<file path="config.mk">
export PLATFORM = sky130hd
export DESIGN_NAME = hbridge_seq
export DESIGN_NICKNAME = d
export VERILOG_FILES = /design/src/rtl/hb_pkg.sv /design/src/rtl/hb_sync.sv /design/src/rtl/hb_fault.sv /design/src/rtl/hb_wake.sv /design/src/rtl/hb_leg.sv /design/src/rtl/hbridge_seq.sv
export SDC_FILE = /design/constraint.sdc
export NUM_CORES = 1
export LEC_CHECK = 0
export CAP_MARGIN = 20
export CORE_MARGIN = 3
export CORE_UTILIZATION = 50
export DETAILED_ROUTE_END_ITERATION = 10
export GPL_ROUTABILITY_DRIVEN = 0
export HOLD_SLACK_MARGIN = 0.08
export PLACE_DENSITY = 0.69
export SLEW_MARGIN = 20
export SYNTH_ARGS = -nofsm -noshare
export SYNTH_HDL_FRONTEND = slang
export SYNTH_HIERARCHICAL = 1
export SYNTH_SLANG_ARGS = --single-unit
</file>
<file path="constraint.sdc">
create_clock -name clk -period 2.4 [get_ports clk]
set_input_delay 0.36 -clock clk [delete_from_list [all_inputs] [get_ports clk]]
set_output_delay 0.36 -clock clk [all_outputs]
set_load 0.05 [all_outputs]
</file>
<file path="src/rtl/hb_pkg.sv">
package hb_pkg;
  typedef enum logic [1:0] {
    FLT_NONE = 2'd0,
    FLT_UV   = 2'd1,
    FLT_OT   = 2'd2,
    FLT_OC   = 2'd3
  } flt_e;
endpackage

</file>
<file path="src/rtl/hb_sync.sv">
module hb_sync #(
  parameter int W = 1
) (
  input  logic         clk,
  input  logic         rst_n,
  input  logic [W-1:0] d_i,
  output logic [W-1:0] q_o
);
  logic [W-1:0] meta_q;

  always_ff @(posedge clk or negedge rst_n) begin
    if (!rst_n) begin
      meta_q <= '0;
      q_o    <= '0;
    end else begin
      meta_q <= d_i;
      q_o    <= meta_q;
    end
  end
endmodule

</file>
<file path="src/rtl/hb_fault.sv">
module hb_fault
  import hb_pkg::*;
#(
  parameter int DEG_CYC   = 10,
  parameter int RETRY_CYC = 10000
) (
  input  logic       clk,
  input  logic       rst_n,
  input  logic       slp_i,
  input  logic       uv_i,
  input  logic       ot_i,
  input  logic [3:0] ilim_i,
  output flt_e       fault_o
);
  localparam int DGW = $clog2(DEG_CYC + 1);
  localparam int RTW = $clog2(RETRY_CYC + 1);

  logic           ilim_any;
  logic [DGW-1:0] dg_cnt;
  logic [RTW-1:0] rt_cnt;
  logic           retry_run;
  flt_e           fault_d;

  assign ilim_any = |ilim_i;

  always_ff @(posedge clk or negedge rst_n) begin
    if (!rst_n) begin
      dg_cnt    <= '0;
      rt_cnt    <= '0;
      retry_run <= 1'b0;
    end else if (!slp_i) begin
      dg_cnt    <= '0;
      rt_cnt    <= '0;
      retry_run <= 1'b0;
    end else if (retry_run) begin
      dg_cnt <= '0;
      if (rt_cnt == RTW'(RETRY_CYC - 1)) begin
        retry_run <= 1'b0;
        rt_cnt    <= '0;
      end else begin
        rt_cnt <= rt_cnt + 1'b1;
      end
    end else if (ilim_any) begin
      if (dg_cnt == DGW'(DEG_CYC)) begin
        retry_run <= 1'b1;
        dg_cnt    <= '0;
      end else begin
        dg_cnt <= dg_cnt + 1'b1;
      end
    end else begin
      dg_cnt <= '0;
    end
  end

  always_comb begin
    if (retry_run)  fault_d = FLT_OC;
    else if (uv_i)  fault_d = FLT_UV;
    else if (ot_i)  fault_d = FLT_OT;
    else            fault_d = FLT_NONE;
  end

  always_ff @(posedge clk or negedge rst_n) begin
    if (!rst_n) fault_o <= FLT_NONE;
    else        fault_o <= fault_d;
  end

  // a trip always follows at least two cycles of a live flag
  p_trip_needs_flag_r4: assert property (@(posedge clk) disable iff (!rst_n)
    $rose(retry_run) |-> ($past(ilim_any) && $past(ilim_any, 2)));
  // sleep ends any retry window
  p_sleep_kills_retry_r10: assert property (@(posedge clk) disable iff (!rst_n)
    !slp_i |=> (fault_o != FLT_OC) || !retry_run);
endmodule

</file>
<file path="src/rtl/hb_wake.sv">
module hb_wake #(
  parameter int WAKE_CYC = 300
) (
  input  logic clk,
  input  logic rst_n,
  input  logic slp_i,
  input  logic flt_i,
  output logic awake_o
);
  localparam int WW = $clog2(WAKE_CYC + 1);

  logic          slp_d;
  logic          run_q;
  logic [WW-1:0] cnt_q;

  always_ff @(posedge clk or negedge rst_n) begin
    if (!rst_n) begin
      slp_d   <= 1'b0;
      run_q   <= 1'b0;
      cnt_q   <= '0;
      awake_o <= 1'b0;
    end else begin
      slp_d <= slp_i;
      if (!slp_i) begin
        run_q   <= 1'b0;
        cnt_q   <= '0;
        awake_o <= 1'b0;
      end else if (!slp_d) begin
        run_q <= 1'b1;
        cnt_q <= '0;
      end else if (run_q) begin
        if (flt_i) begin
          run_q <= 1'b0;
        end else if (cnt_q == WW'(WAKE_CYC - 1)) begin
          run_q   <= 1'b0;
          awake_o <= 1'b1;
        end else begin
          cnt_q <= cnt_q + 1'b1;
        end
      end
    end
  end

  // the awake state never outlives the sleep input by more than a cycle
  p_awake_needs_slp_r1: assert property (@(posedge clk) disable iff (!rst_n)
    awake_o |-> $past(slp_i));
  // waking requires the sleep input held high
  p_wake_rise_r3: assert property (@(posedge clk) disable iff (!rst_n)
    $rose(awake_o) |-> ($past(slp_i) && $past(slp_i, 2)));
endmodule

</file>
<file path="src/rtl/hb_leg.sv">
module hb_leg #(
  parameter int DEAD_CYC = 4
) (
  input  logic clk,
  input  logic rst_n,
  input  logic want_hs_i,
  input  logic want_ls_i,
  output logic hs_o,
  output logic ls_o
);
  localparam int DW = $clog2(DEAD_CYC + 1);

  logic [DW-1:0] off_cnt;
  logic          hs_d, ls_d;

  always_comb begin
    hs_d = 1'b0;
    ls_d = 1'b0;
    if (!want_hs_i && !want_ls_i) begin
      hs_d = 1'b0;
      ls_d = 1'b0;
    end else if ((hs_o && want_hs_i) || (ls_o && want_ls_i)) begin
      hs_d = hs_o;
      ls_d = ls_o;
    end else if (!hs_o && !ls_o && off_cnt == DW'(DEAD_CYC)) begin
      hs_d = want_hs_i;
      ls_d = want_ls_i && !want_hs_i;
    end
  end

  always_ff @(posedge clk or negedge rst_n) begin
    if (!rst_n) begin
      hs_o    <= 1'b0;
      ls_o    <= 1'b0;
      off_cnt <= '0;
    end else begin
      hs_o <= hs_d;
      ls_o <= ls_d;
      if (hs_o || ls_o)                 off_cnt <= '0;
      else if (off_cnt != DW'(DEAD_CYC)) off_cnt <= off_cnt + 1'b1;
    end
  end

  // no shoot-through, and each turn-on follows an off cycle of the partner
  p_leg_exclusive_r9: assert property (@(posedge clk) disable iff (!rst_n)
    !(hs_o && ls_o));
  p_hs_after_off_r9: assert property (@(posedge clk) disable iff (!rst_n)
    $rose(hs_o) |-> !$past(ls_o));
  p_ls_after_off_r9: assert property (@(posedge clk) disable iff (!rst_n)
    $rose(ls_o) |-> !$past(hs_o));
endmodule

</file>
<file path="src/rtl/hbridge_seq.sv">
module hbridge_seq
  import hb_pkg::*;
#(
  parameter int CLK_HZ   = 10_000_000,
  parameter int DEAD_CYC = 4
) (
  input  logic       clk,
  input  logic       rst_n,
  input  logic       sleep_n_i,
  input  logic       in_a_i,
  input  logic       in_b_i,
  input  logic       uv_flag_i,
  input  logic [3:0] ilim_i,
  input  logic       ot_flag_i,
  output logic [1:0] gate_hs_o,
  output logic [1:0] gate_ls_o,
  output logic [1:0] hiz_o,
  output logic [1:0] fault_o
);
  localparam int DEG_CYC   = CLK_HZ / 1_000_000;
  localparam int RETRY_CYC = CLK_HZ / 1000;
  localparam int WAKE_CYC  = (CLK_HZ / 1_000_000) * 30;
  localparam int NSYNC     = 9;

  logic [NSYNC-1:0] raw, syn;
  logic             slp_s, a_s, b_s, uv_s, ot_s;
  logic [3:0]       ilim_s;
  flt_e             flt;
  logic             awake, bridge_en;

  assign raw = {sleep_n_i, in_a_i, in_b_i, uv_flag_i, ot_flag_i, ilim_i};
  assign {slp_s, a_s, b_s, uv_s, ot_s, ilim_s} = syn;

  hb_sync #(.W(NSYNC)) u_sync (
    .clk(clk), .rst_n(rst_n), .d_i(raw), .q_o(syn)
  );

  hb_fault #(.DEG_CYC(DEG_CYC), .RETRY_CYC(RETRY_CYC)) u_fault (
    .clk(clk), .rst_n(rst_n), .slp_i(slp_s), .uv_i(uv_s), .ot_i(ot_s),
    .ilim_i(ilim_s), .fault_o(flt)
  );

  hb_wake #(.WAKE_CYC(WAKE_CYC)) u_wake (
    .clk(clk), .rst_n(rst_n), .slp_i(slp_s), .flt_i(flt != FLT_NONE),
    .awake_o(awake)
  );

  assign bridge_en = awake && (flt == FLT_NONE);

  for (genvar k = 0; k < 2; k++) begin : g_leg
    logic own, other;
    assign own   = (k == 0) ? a_s : b_s;
    assign other = (k == 0) ? b_s : a_s;
    hb_leg #(.DEAD_CYC(DEAD_CYC)) u_leg (
      .clk(clk), .rst_n(rst_n),
      .want_hs_i(bridge_en && own && !other),
      .want_ls_i(bridge_en && other),
      .hs_o(gate_hs_o[k]), .ls_o(gate_ls_o[k])
    );
    assign hiz_o[k] = !(gate_hs_o[k] || gate_ls_o[k]);
  end

  assign fault_o = flt;

  // nothing conducts in the cycle after the bridge is not awake
  p_asleep_off_r3: assert property (@(posedge clk) disable iff (!rst_n)
    !awake |=> (gate_hs_o == 2'b00) && (gate_ls_o == 2'b00));
  // any reported fault blocks all gates one cycle later
  p_fault_blocks_r6: assert property (@(posedge clk) disable iff (!rst_n)
    (flt != FLT_NONE) |=> (gate_hs_o == 2'b00) && (gate_ls_o == 2'b00));
endmodule

</file>
==> results.py <==
metrics = {
    "power": {
        "p_sw_uw": 449,
        "p_per_area_nw_per_um2": 689,
        "p_seq_frac": 0.474,
        "p_total_uw": 2250,
        "ir_drop_uv": 452,
        "p_int_uw": 1800,
        "p_clk_frac": 0.490,
        "switching_share": 0.200,
        "p_leak_uw": 0.00135,
        "power_frac_comb": 0.035,
    },
    "floorplan": {
        "io_pins": 19,
        "die_area_um2": 6440,
        "rows": 26,
        "die_x_um": 80.2,
        "dieHeight_um": 80.2,
        "start_util": 0.529,
        "core_area_um2": 5200,
    },
    "yosys": {
        "synthTopCellsByCount": "dfrtp_1, nand2_1, nor2_1",
        "async_flop_share": 1.00,
        "synth_nets": 271,
        "yosys_warnings": 6,
        "syn_area_um2": 2760,
        "synth_area_per_cell_um2": 10.9,
        "synthTopCellsByArea": "dfrtp_1, ha_1, nand2_1",
        "synth_top_cell_by_area": "dfrtp_1",
        "yosysSeqAreaShare": 0.554,
        "ys_ff_latch": 61,
        "synth_cell_type_count": 48,
        "synthCells": 252,
        "synth.top_cell.area_share": 0.554,
        "ys.flop_type": "dfrtp_1",
        "synth_edf_count": 0,
        "synth_most_common_cell": "dfrtp_1",
    },
    "setup_path": {
        "cp.required_ns": 2.04,
        "worstSetupPathType": "reg2out",
        "path_buf_inv": 1,
        "cp_slowest_cell": "clkdlybuf4s50_1",
        "slowest_delay_ns": 0.81,
        "cpLargestDelayFamily": "buffers and inverters",
        "crit_arrival_ns": 1.77,
        "r2r_slack_ns": 0.31,
        "end_kind": "primary output",
        "cp_cell_sequence": "nor2_1 -> clkdlybuf4s50_1",
        "worst_setup_path_start_kind": "flip-flop",
        "cp_max_fo": 8,
    },
    "finish": {
        "area_delta_synth_final_pct": 18.4,
        "antenna_cells": 0,
        "nNetsFinal": 296,
        "drive_gt1_frac": 0.110,
    },
    "clock_network": {
        "postCtsResizedCells": 0,
        "h-tree-depth": 3,
        "clkSinkCount": 61,
        "clk_path_buf_depth": 2,
        "clockRootBuffer": "clkbuf_8",
        "cts.clk_slew.worst_paths_ns": 0.07,
        "cts_made_buffers": 9,
        "clk_latency_ns": 0.33,
        "cts_tree": "built",
    },
    "timing": {
        "rsz0062_at_grt": "false",
        "setup_tns_ns": 0,
        "fmax_mhz": 470,
        "worst_slack_ns": 0.273,
        "clock_skew_ns": 0.00450,
        "timing.slew.headroom": 0.592,
        "worst_pin_slew_ns": 0.611,
        "drv_slew": 0,
        "setup_violations": 0,
        "hold_viol": 0,
        "min_period_ns": 2.13,
        "period_share": 0.886,
    },
    "place": {
        "place_hpwl_um": 3320,
        "io_buffer_count": 18,
        "pre_cts_ws_ns": 0.339,
    },
    "grt": {
        "grt_overflow": 0,
        "grt_use_total": 0.173,
        "grt_pass1_vias": 1840,
        "grt_max_degree": 39,
        "antenna_found_initial": 0,
        "grt_pass1_wl_um": 8560,
    },
    "routing": {
        "detail-route-antenna-nets": 0,
        "first_pass_iters": 4,
        "routedWlPerCell_um": 13.7,
        "wl_um": 4810,
        "drt_iter0_drc": 77,
        "avgViaCountPerCell": 5.53,
        "vias": 1945,
        "drc": 0,
    },
    "outcome": {
        "status": "complete, no violations",
    },
    "run": {
        "maxCapViolCount": 0,
    },
    "worst_hold_path": {
        "holdCritPathClass": "reg2reg",
    },
}
-- worst paths after layout --
path	cells after the start	start	end
max	2	g_leg[0].u_leg/ls_o$_DFFE_PN0P_	hiz_o[0]
min	0	u_sync/meta_q[1]$_DFF_PN0_	u_sync/q_o[1]$_DFF_PN0_
max reg2reg	4	u_fault/rt_cnt[6]$_DFFE_PN0P_	u_fault/rt_cnt[2]$_DFFE_PN0P_
min reg2reg	0	u_sync/meta_q[1]$_DFF_PN0_	u_sync/q_o[1]$_DFF_PN0_
max in group asynchronous	3	rst_n	u_sync/meta_q[2]$_DFF_PN0_
min in group asynchronous	2	rst_n	u_wake/awake_o$_DFFE_PN0P_
-- stage by stage --
stage | instance area, um^2 | hold slack, ns | std cells | util
2_1_floorplan | 2760 | 0.0644 | 252 | -
5_1_grt | 3260 | 0.359 | 352 | 0.627
3_5_place_dp | 3010 | 0.335 | 335 | 0.577
6_report | 3260 | 0.348 | 352 | 0.627
3_3_place_gp | 3010 | 0.332 | 335 | 0.577
4_1_cts | 3260 | 0.350 | 352 | 0.627
-- state kept, by name (all words and copies together) (netlist names) --
register,count
u_wake/run_q,1
u_wake/awake_o,1
u_sync/meta_q,9
u_wake/cnt_q,9
g_leg.u_leg/off_cnt,6
u_sync/q_o,9
g_leg.u_leg/hs_o,2
u_fault/retry_run,1
u_fault/rt_cnt,14
u_fault/fault_o,2
u_fault/dg_cnt,4
u_wake/slp_d,1
g_leg.u_leg/ls_o,2
-- cells by family (layout without fill, tap and decap cells) --
logic type | after synthesis | count (layout) | synth area share
DFF | 61 | 61 | 0.554
AOI/OAI and AO/OA | 51 | 51 | 0.123
xor gates and xnor gates | 8 | 8 | 0.0254
muxes | 3 | 3 | 0.0109
adders and majority gates | 8 | 8 | 0.0363
buffers and inverters | 20 | 50 | 0.0309
and+or+nand+nor | 101 | 101 | 0.220
-- repair_timing --
item | 4_1_cts | 5_1_grt
setup buffers | 0 | 0
hold buffers | 1 | 0
hold endpoints to repair | 23 | 0
-- placed cells by master, fill, tap and decap left out, types with 5 or more instances in the layout --
| master | count |
|---|---|
| a21oi_1 | 12 |
| a31oi_1 | 7 |
| clkbuf_8 | 10 |
| clkdlybuf4s50_1 | 17 |
| dfrtp_1 | 61 |
| ha_1 | 8 |
| inv_1 | 14 |
| nand2_1 | 18 |
| nand2b_1 | 5 |
| nand3_1 | 12 |
| nand4_1 | 6 |
| nand4b_1 | 6 |
| nor2_1 | 16 |
| o21ai_0 | 11 |
| or3_1 | 7 |
-- power groups by stage --
stage	logic [uW]	registers, uW	clock network, uW
final	79.8	1070	1100
after floorplan	25.9	1090	0
after global placement	79.8	1080	0
after detailed placement	81.4	1090	0
after CTS	82.7	1070	1130
after global routing	91.4	1070	1190
-- cell type report --
| cell class | count | area, um^2 |
|---|---|---|
| well taps | 70 | 87.6 |
| flip-flops and latches | 61 | 1530 |
| fillers | 420 | 1940 |
| inverters | 14 | 52.6 |
| clock buffers | 10 | 138 |
| clock inverters | 6 | 110 |
| multi-input cells | 171 | 1140 |
| repair buffers | 20 | 205 |
-- metal layers --
metal  global-route usage  routed length, um  part of all wire
met1                0.228               2230              0.46
met2                0.263               2280              0.47
met3               0.0650                251             0.052
met4               0.0574                 40            0.0083
met5                    0                  0                 0
-- worst reg2reg max path: cells and delay by family (launching register included) --
| family | cells | cell delay [ns] |
|---|---|---|
| simple gates | 3 | 1.23 |
| flops | 1 | 0.43 |
| compound gates | 1 | 0.30 |
No activity file was read; power rests on OpenSTA's default activity.
